## src/rtl/ir_dec_pkg.sv

```systemverilog
package ir_dec_pkg;

   typedef enum logic [1:0] {
      PC_BAD   = 2'd0,
      PC_START = 2'd1,
      PC_ONE   = 2'd2,
      PC_ZERO  = 2'd3
   } pulse_class_e;

   typedef enum logic {
      ST_HUNT = 1'b0,
      ST_BITS = 1'b1
   } frame_state_e;

endpackage

```

## src/rtl/ir_tick_gen.sv

```systemverilog
module ir_tick_gen #(
   parameter int CLK_PER_TICK = 5000
) (
   input  logic clk_i,
   input  logic rst_i,
   output logic tick_o
);
   localparam int DW = (CLK_PER_TICK > 1) ? $clog2(CLK_PER_TICK) : 1;
   localparam logic [DW-1:0] LAST = DW'(CLK_PER_TICK - 1);

   logic [DW-1:0] div_q;

   always_ff @(posedge clk_i) begin
      if (rst_i) begin
         div_q  <= '0;
         tick_o <= 1'b0;
      end else if (div_q == LAST) begin
         div_q  <= '0;
         tick_o <= 1'b1;
      end else begin
         div_q  <= div_q + 1'b1;
         tick_o <= 1'b0;
      end
   end
endmodule

```

## src/rtl/ir_line_sync.sv

```systemverilog
module ir_line_sync #(
   parameter int SYNC_STAGES = 2
) (
   input  logic clk_i,
   input  logic rst_i,
   input  logic d_i,
   output logic q_o
);
   logic [SYNC_STAGES-1:0] ff_q;

   for (genvar s = 0; s < SYNC_STAGES; s++) begin : g_stage
      if (s == 0) begin : g_first
         always_ff @(posedge clk_i) begin
            if (rst_i) ff_q[0] <= 1'b0;
            else       ff_q[0] <= d_i;
         end
      end else begin : g_next
         always_ff @(posedge clk_i) begin
            if (rst_i) ff_q[s] <= 1'b0;
            else       ff_q[s] <= ff_q[s-1];
         end
      end
   end

   assign q_o = ff_q[SYNC_STAGES-1];
endmodule

```

## src/rtl/ir_width_meter.sv

```systemverilog
module ir_width_meter #(
   parameter int TIMEOUT_TICKS = 40,
   parameter int CW            = 6
) (
   input  logic          clk_i,
   input  logic          rst_i,
   input  logic          tick_i,
   input  logic          line_i,
   output logic          done_o,
   output logic [CW-1:0] width_o,
   output logic          long_o
);
   localparam logic [CW-1:0] LIMIT = CW'(TIMEOUT_TICKS);

   logic          prev_q;
   logic          over_q;
   logic [CW-1:0] cnt_q;
   logic          rise, fall;

   assign rise = line_i & ~prev_q;
   assign fall = ~line_i & prev_q;

   always_ff @(posedge clk_i) begin
      if (rst_i) begin
         prev_q  <= 1'b0;
         over_q  <= 1'b0;
         cnt_q   <= '0;
         done_o  <= 1'b0;
         width_o <= '0;
         long_o  <= 1'b0;
      end else begin
         prev_q <= line_i;
         done_o <= 1'b0;
         long_o <= 1'b0;
         if (rise) begin
            cnt_q  <= tick_i ? CW'(1) : '0;
            over_q <= 1'b0;
         end else if (line_i && tick_i && !over_q) begin
            if (cnt_q == LIMIT) begin
               over_q <= 1'b1;
               long_o <= 1'b1;
            end else begin
               cnt_q <= cnt_q + 1'b1;
            end
         end
         if (fall && !over_q) begin
            done_o  <= 1'b1;
            width_o <= cnt_q;
         end
      end
   end
endmodule

```

## src/rtl/ir_frame_asm.sv

```systemverilog
module ir_frame_asm
   import ir_dec_pkg::*;
#(
   parameter int WORD_BITS   = 12,
   parameter int CW          = 6,
   parameter int START_TICKS = 25,
   parameter int ONE_TICKS   = 12,
   parameter int ZERO_TICKS  = 6,
   parameter int TOL_TICKS   = 2
) (
   input  logic                 clk_i,
   input  logic                 rst_i,
   input  logic                 done_i,
   input  logic [CW-1:0]        width_i,
   input  logic                 long_i,
   output logic [WORD_BITS-1:0] word_o,
   output logic                 valid_o,
   output logic                 err_o
);
   localparam int BW = $clog2(WORD_BITS + 1);
   localparam logic [BW-1:0] LAST_BIT = BW'(WORD_BITS - 1);

   frame_state_e         state_q;
   logic [BW-1:0]        bits_q;
   logic [WORD_BITS-1:0] sh_q;
   logic [WORD_BITS-1:0] sh_next;
   pulse_class_e         cls;

   function automatic logic in_win(input int w, input int centre);
      return (w >= centre - TOL_TICKS) && (w <= centre + TOL_TICKS);
   endfunction

   always_comb begin
      if (in_win(int'(width_i), START_TICKS))     cls = PC_START;
      else if (in_win(int'(width_i), ONE_TICKS))  cls = PC_ONE;
      else if (in_win(int'(width_i), ZERO_TICKS)) cls = PC_ZERO;
      else                                        cls = PC_BAD;
   end

   assign sh_next = {(cls == PC_ONE), sh_q[WORD_BITS-1:1]};

   always_ff @(posedge clk_i) begin
      if (rst_i) begin
         state_q <= ST_HUNT;
         bits_q  <= '0;
         sh_q    <= '0;
         word_o  <= '0;
         valid_o <= 1'b0;
         err_o   <= 1'b0;
      end else begin
         valid_o <= 1'b0;
         err_o   <= 1'b0;
         if (long_i) begin
            err_o   <= 1'b1;
            state_q <= ST_HUNT;
         end else if (done_i) begin
            unique case (cls)
               PC_BAD: begin
                  err_o   <= 1'b1;
                  state_q <= ST_HUNT;
               end
               PC_START: begin
                  state_q <= ST_BITS;
                  bits_q  <= '0;
                  sh_q    <= '0;
               end
               default: begin
                  if (state_q == ST_BITS) begin
                     if (bits_q == LAST_BIT) begin
                        word_o  <= sh_next;
                        valid_o <= 1'b1;
                        state_q <= ST_HUNT;
                     end else begin
                        sh_q   <= sh_next;
                        bits_q <= bits_q + 1'b1;
                     end
                  end
               end
            endcase
         end
      end
   end
endmodule

```

## src/rtl/ir_pulse_decoder.sv

```systemverilog
module ir_pulse_decoder #(
   parameter int CLK_PER_TICK  = 5000,
   parameter int SYNC_STAGES   = 2,
   parameter int WORD_BITS     = 12,
   parameter int START_TICKS   = 25,
   parameter int ONE_TICKS     = 12,
   parameter int ZERO_TICKS    = 6,
   parameter int TOL_TICKS     = 2,
   parameter int TIMEOUT_TICKS = 40
) (
   input  logic                 clk_i,
   input  logic                 rst_i,
   input  logic                 ir_line_i,
   output logic [WORD_BITS-1:0] word_o,
   output logic                 valid_o,
   output logic                 err_o
);
   localparam int CW = $clog2(TIMEOUT_TICKS + 2);

   if (CLK_PER_TICK < 2) begin : g_bad_div
      $error("CLK_PER_TICK must be at least 2");
   end
   if (SYNC_STAGES < 2) begin : g_bad_sync
      $error("SYNC_STAGES must be at least 2");
   end
   if (WORD_BITS < 2) begin : g_bad_word
      $error("WORD_BITS must be at least 2");
   end
   if (ZERO_TICKS - TOL_TICKS < 1) begin : g_bad_zero
      $error("zero window must not reach width 0");
   end
   if (ZERO_TICKS + TOL_TICKS >= ONE_TICKS - TOL_TICKS ||
       ONE_TICKS + TOL_TICKS >= START_TICKS - TOL_TICKS) begin : g_bad_win
      $error("acceptance windows overlap");
   end
   if (TIMEOUT_TICKS < START_TICKS + TOL_TICKS) begin : g_bad_tmo
      $error("timeout shorter than the start window");
   end

   logic          tick;
   logic          line_s;
   logic          done;
   logic [CW-1:0] width;
   logic          too_long;

   ir_tick_gen #(.CLK_PER_TICK(CLK_PER_TICK)) u_tick (
      .clk_i (clk_i),
      .rst_i (rst_i),
      .tick_o(tick)
   );

   ir_line_sync #(.SYNC_STAGES(SYNC_STAGES)) u_sync (
      .clk_i(clk_i),
      .rst_i(rst_i),
      .d_i  (ir_line_i),
      .q_o  (line_s)
   );

   ir_width_meter #(.TIMEOUT_TICKS(TIMEOUT_TICKS), .CW(CW)) u_meter (
      .clk_i  (clk_i),
      .rst_i  (rst_i),
      .tick_i (tick),
      .line_i (line_s),
      .done_o (done),
      .width_o(width),
      .long_o (too_long)
   );

   ir_frame_asm #(
      .WORD_BITS  (WORD_BITS),
      .CW         (CW),
      .START_TICKS(START_TICKS),
      .ONE_TICKS  (ONE_TICKS),
      .ZERO_TICKS (ZERO_TICKS),
      .TOL_TICKS  (TOL_TICKS)
   ) u_asm (
      .clk_i  (clk_i),
      .rst_i  (rst_i),
      .done_i (done),
      .width_i(width),
      .long_i (too_long),
      .word_o (word_o),
      .valid_o(valid_o),
      .err_o  (err_o)
   );
endmodule

```

## config.mk

```make
export PLATFORM = sky130hd
export DESIGN_NAME = ir_pulse_decoder
export DESIGN_NICKNAME = d
export VERILOG_FILES = /design/src/rtl/ir_dec_pkg.sv /design/src/rtl/ir_tick_gen.sv /design/src/rtl/ir_line_sync.sv /design/src/rtl/ir_width_meter.sv /design/src/rtl/ir_frame_asm.sv /design/src/rtl/ir_pulse_decoder.sv
export SDC_FILE = /design/constraint.sdc
export NUM_CORES = 1
export LEC_CHECK = 0
export BUFFER_PORTS_ARGS = -buffer_cell sky130_fd_sc_hd__buf_2
export CORE_MARGIN = 4
export CORE_UTILIZATION = 53
export CTS_CLUSTER_SIZE = 28
export DETAILED_ROUTE_END_ITERATION = 10
export GPL_TIMING_DRIVEN = 1
export MAX_ROUTING_LAYER = met4
export PLACE_DENSITY = 0.69
export SYNTH_ARGS = -nofsm -noshare
export SYNTH_HDL_FRONTEND = slang
export SYNTH_SLANG_ARGS = --single-unit
```

## constraint.sdc

```tcl
create_clock -name clk_i -period 2.5 [get_ports clk_i]
set_input_delay 0.25 -clock clk_i [delete_from_list [all_inputs] [get_ports clk_i]]
set_output_delay 0.25 -clock clk_i [all_outputs]
set_load 0.01 [all_outputs]
```

==> implementation parameters <==
Parameter                              Value

Synthesis
  Post-synthesis sequential area ratio    roughly 45%
  Async S/R FF share, synth    0%
  Count of distinct cell types in the synthesized netlist    50
  Syn. warnings    0
  Synthesized netlist net count    between 200 and 300
  Synthesized area    2750 µm²
  Number of flops mapped to enable cells by yosys    0
  Post-synthesis average cell area    9.44 µm²
  Number of register bits inferred by synthesis    between 60 and 70
  Most common flop cell mapped by yosys    sky130_fd_sc_hd__dfxtp_1
  Instance count of the mapped netlist    between 200 and 300

Finish
  Most frequent cells in the layout    sky130_fd_sc_hd__dfxtp_1 (62), sky130_fd_sc_hd__nor2_1 (32), sky130_fd_sc_hd__nand2_1 (28), sky130_fd_sc_hd__nor2b_1 (24), sky130_fd_sc_hd__mux2i_1 (21)
  Number of antenna repair diodes    0
  Number of fill cells in the layout    around 430
  Post-synthesis to final-layout area growth    11.7%
  Register area    1240 µm²
  Combined area of the multi-input logic cells    ~1400 µm²
  Fraction of layout cells with a size suffix above 1    approximately 17%
  Most common cell after layout, fill and taps aside    sky130_fd_sc_hd__dfxtp_1
  Final #Nets    between 300 and 400

Critical path
  Crit Path Category    reg2reg
  Peak fanout along the critical path    9
  Endpoint required time on the critical path    about 2700 ps
  Worst Reg2Reg Path Length in Cells    5
  Element type at the critical path start    flip-flop
  R2R Path End    u_asm.word_o[3]$_SDFFE_PP0P_
  Data arrival time of the critical path    roughly 2300 ps
  R2R setup slack    430 ps
  Crit. Startpoint    u_asm.bits_q[0]$_SDFFE_PP0P_
  Critical path endpoint category    flip-flop
  Worst reg2reg path startpoint    u_asm.bits_q[0]$_SDFFE_PP0P_

Placement
  Worst slack at placement    around 400 ps
  DP Wirelength    around 3200 µm
  Final weighted congestion in routability-driven placement    a little over 0.8
  # port buffers    16

Min path
  Class of the tightest hold or removal check    in2reg
  Worst Hold Depth    2
  Endpoint with the worst hold slack    u_sync.ff_q[0]$_SDFF_PP0_
  Worst hold path startpoint    ir_line_i

Outcome
  Outcome    finished clean

STA
  Final period util    82.9%
  Min Clock Period, post-route    about 2100 ps
  Final Setup Violations    0
  Worst Skew    approximately 7.0 ps
  Number of pins exceeding their max-slew limit in the final report    0
  Slew headroom    between 40% and 50%
  Achievable frequency    482 MHz
  RSZ-0062 raised after global routing    no
  Setup slack of the critical path after layout    approximately 430 ps
  Setup total negative slack    0 ps
  Final Hold Viols    0
  Worst Tran Pin Value    around 800 ps

Global route
  Largest net degree at the start of global routing    48
  First-pass GRT wire length    8250 µm
  Number of antenna violations at the first check in global routing    0
  Total overflow reported by the global router    0
  Number of global-route vias before repair    ~1.9k
  Total global-route track usage    about 17%

CTS
  H-tree depth    3
  Clock buffer count from CTS    9
  Cell at the root of the clock tree    sky130_fd_sc_hd__clkbuf_8
  Post-CTS setup buffers    0
  Bufs on Longest Clock Path    2
  Clock slew seen by the registers of the worst setup and hold paths    about 60 ps
  Clk Latency, worst-skew pair    340 ps
  Number of gates resized after CTS    0
  Hold buffer count at CTS    0
  Clock tree from TritonCTS    done
  Clock sink count    62

Die
  Site Rows    25
  Die Footprint    approximately 6400 µm²
  Boundary pin count    17
  Die H    about 80 µm
  Placeable core region    between 4000 and 5000 µm²
  Die width    80 µm
  Starting utilization of the core area    56.3%

Run
  Number of max-capacitance violations reported    0

Route
  Number of nets with antenna violations after routing    0
  Average detailed-routed wire length per instance    12.4 µm
  Violation count after the first detailed-route iteration    around 110
  Via count normalized by instance count    between 5 and 6
  Routed WL    roughly 4800 µm
  Total via count in the routed design    approximately 2.0k
  Number of optimization iterations in the first detailed-route pass    4
  DRC violations left    0

Power and ir drop
  Peak ir drop on the vdd network    about 0.00039 V
  Leakage dissipation    0.00112 µW
  Power Density    slightly above 600 nW/µm²
[through the flow]
| stage | area (µm²) | hold WS [ps] | utilization (%) | instances | power (µW) |
|---|---|---|---|---|---|
| 3_3_place_gp | 2890 | 417 | 59.2 | 368 | 1060 |
| 6_report | 3070 | 127 | 62.9 | 384 | 1860 |
| 2_1_floorplan | 2750 | 378 | - | 291 | 1050 |
| 3_5_place_dp | 2890 | 426 | 59.2 | 368 | 1060 |
| 5_1_grt | 3070 | 120 | 62.9 | 384 | 1940 |
| 4_1_cts | 3070 | 121 | 62.9 | 384 | 1880 |
[layout make-up]
| type | count | area share, % |
|---|---|---|
| Clock buffer | 11 | 4.28 |
| Multi-Input combinational cell | 210 | 46.1 |
| Inverter | 8 | 0.979 |
| Timing Repair Buffer | 21 | 3.83 |
| Sequential cell | 62 | 40.5 |
| Tap cell | 67 | 2.73 |
| Clock inverter | 5 | 1.63 |
[worst max-delay path, stage by stage (launching register included)]
cell and delay, ps:
sky130_fd_sc_hd__dfxtp_1 370, sky130_fd_sc_hd__ha_1 180, sky130_fd_sc_hd__and3b_1 260, sky130_fd_sc_hd__a21boi_0 250, sky130_fd_sc_hd__and4_1 520, sky130_fd_sc_hd__mux2_2 390
[synth_stat cells, types with 2 or more instances]
cell type	n	area share, %
sky130_fd_sc_hd__or4_4	2	0.82
sky130_fd_sc_hd__or3_1	2	0.46
sky130_fd_sc_hd__buf_6	2	0.82
sky130_fd_sc_hd__nor4bb_1	2	0.73
sky130_fd_sc_hd__o31ai_1	2	0.55
sky130_fd_sc_hd__dfxtp_1	62	45
sky130_fd_sc_hd__o21ai_0	5	0.91
sky130_fd_sc_hd__nand3_1	7	1.3
sky130_fd_sc_hd__buf_1	2	0.27
sky130_fd_sc_hd__or4_1	2	0.55
sky130_fd_sc_hd__a21oi_1	6	1.1
sky130_fd_sc_hd__a211oi_1	2	0.55
sky130_fd_sc_hd__ha_1	4	1.8
sky130_fd_sc_hd__nand2b_1	7	1.6
sky130_fd_sc_hd__nand3b_1	4	1.1
sky130_fd_sc_hd__mux2i_1	21	7.7
sky130_fd_sc_hd__nand2_1	28	3.8
sky130_fd_sc_hd__nand4_1	5	1.1
sky130_fd_sc_hd__xor2_1	5	1.6
sky130_fd_sc_hd__nor3_1	6	1.1
sky130_fd_sc_hd__nor2_1	32	4.4
sky130_fd_sc_hd__nor4_1	2	0.46
sky130_fd_sc_hd__xnor2_1	10	3.2
sky130_fd_sc_hd__nor2b_1	24	5.5
sky130_fd_sc_hd__inv_1	8	1.1
sky130_fd_sc_hd__buf_2	2	0.36
sky130_fd_sc_hd__o21a_1	2	0.55
sky130_fd_sc_hd__mux2_2	10	4.1
sky130_fd_sc_hd__clkbuf_1	4	0.55
[registers in the layout, indices dropped and copies added (netlist names), 4 cells and up]
| signal | flops |
|---|---|
| u_asm.word_o | 12 |
| u_asm.sh_q | 11 |
| u_tick.div_q | 13 |
| u_meter.cnt_q | 6 |
| u_meter.width_o | 6 |
| u_asm.bits_q | 4 |
[cells by family after synthesis]
family | Yosys count | share of synthesized area (%)
fa+ha+maj | 4 | 1.82
compound gates | 23 | 5.37
flops | 62 | 45.2
mux | 31 | 11.7
xor+xnor | 15 | 4.78
simple gates | 137 | 27.7
buf+inv | 19 | 3.37
[worst max-delay path by stage]
stage | endpoint | slack [ps] | cells after the start
3_5_place_dp | u_asm.word_o[3]$_SDFFE_PP0P_ | 400 | 5
2_1_floorplan | u_asm.word_o[1]$_SDFFE_PP0P_ | 750 | 6
3_3_place_gp | u_asm.word_o[3]$_SDFFE_PP0P_ | 480 | 5
5_1_grt | u_asm.word_o[4]$_SDFFE_PP0P_ | 220 | 5
4_1_cts | u_asm.word_o[3]$_SDFFE_PP0P_ | 410 | 5
6_report | u_asm.word_o[3]$_SDFFE_PP0P_ | 430 | 5
[power by group]
part,internal (µW),switching (µW)
sequential,995,5.93
combinational,13.1,23.9
clock,454,365
[layer usage]
metal	track usage, %	vias up	wire [µm]
li1	-	1041	-
met1	19.8	909	2280
met2	26.4	33	2180
met3	4.85	10	192
met4	11.3	0	109
met5	-	-	0
No activity file was read; power rests on OpenSTA's default activity.
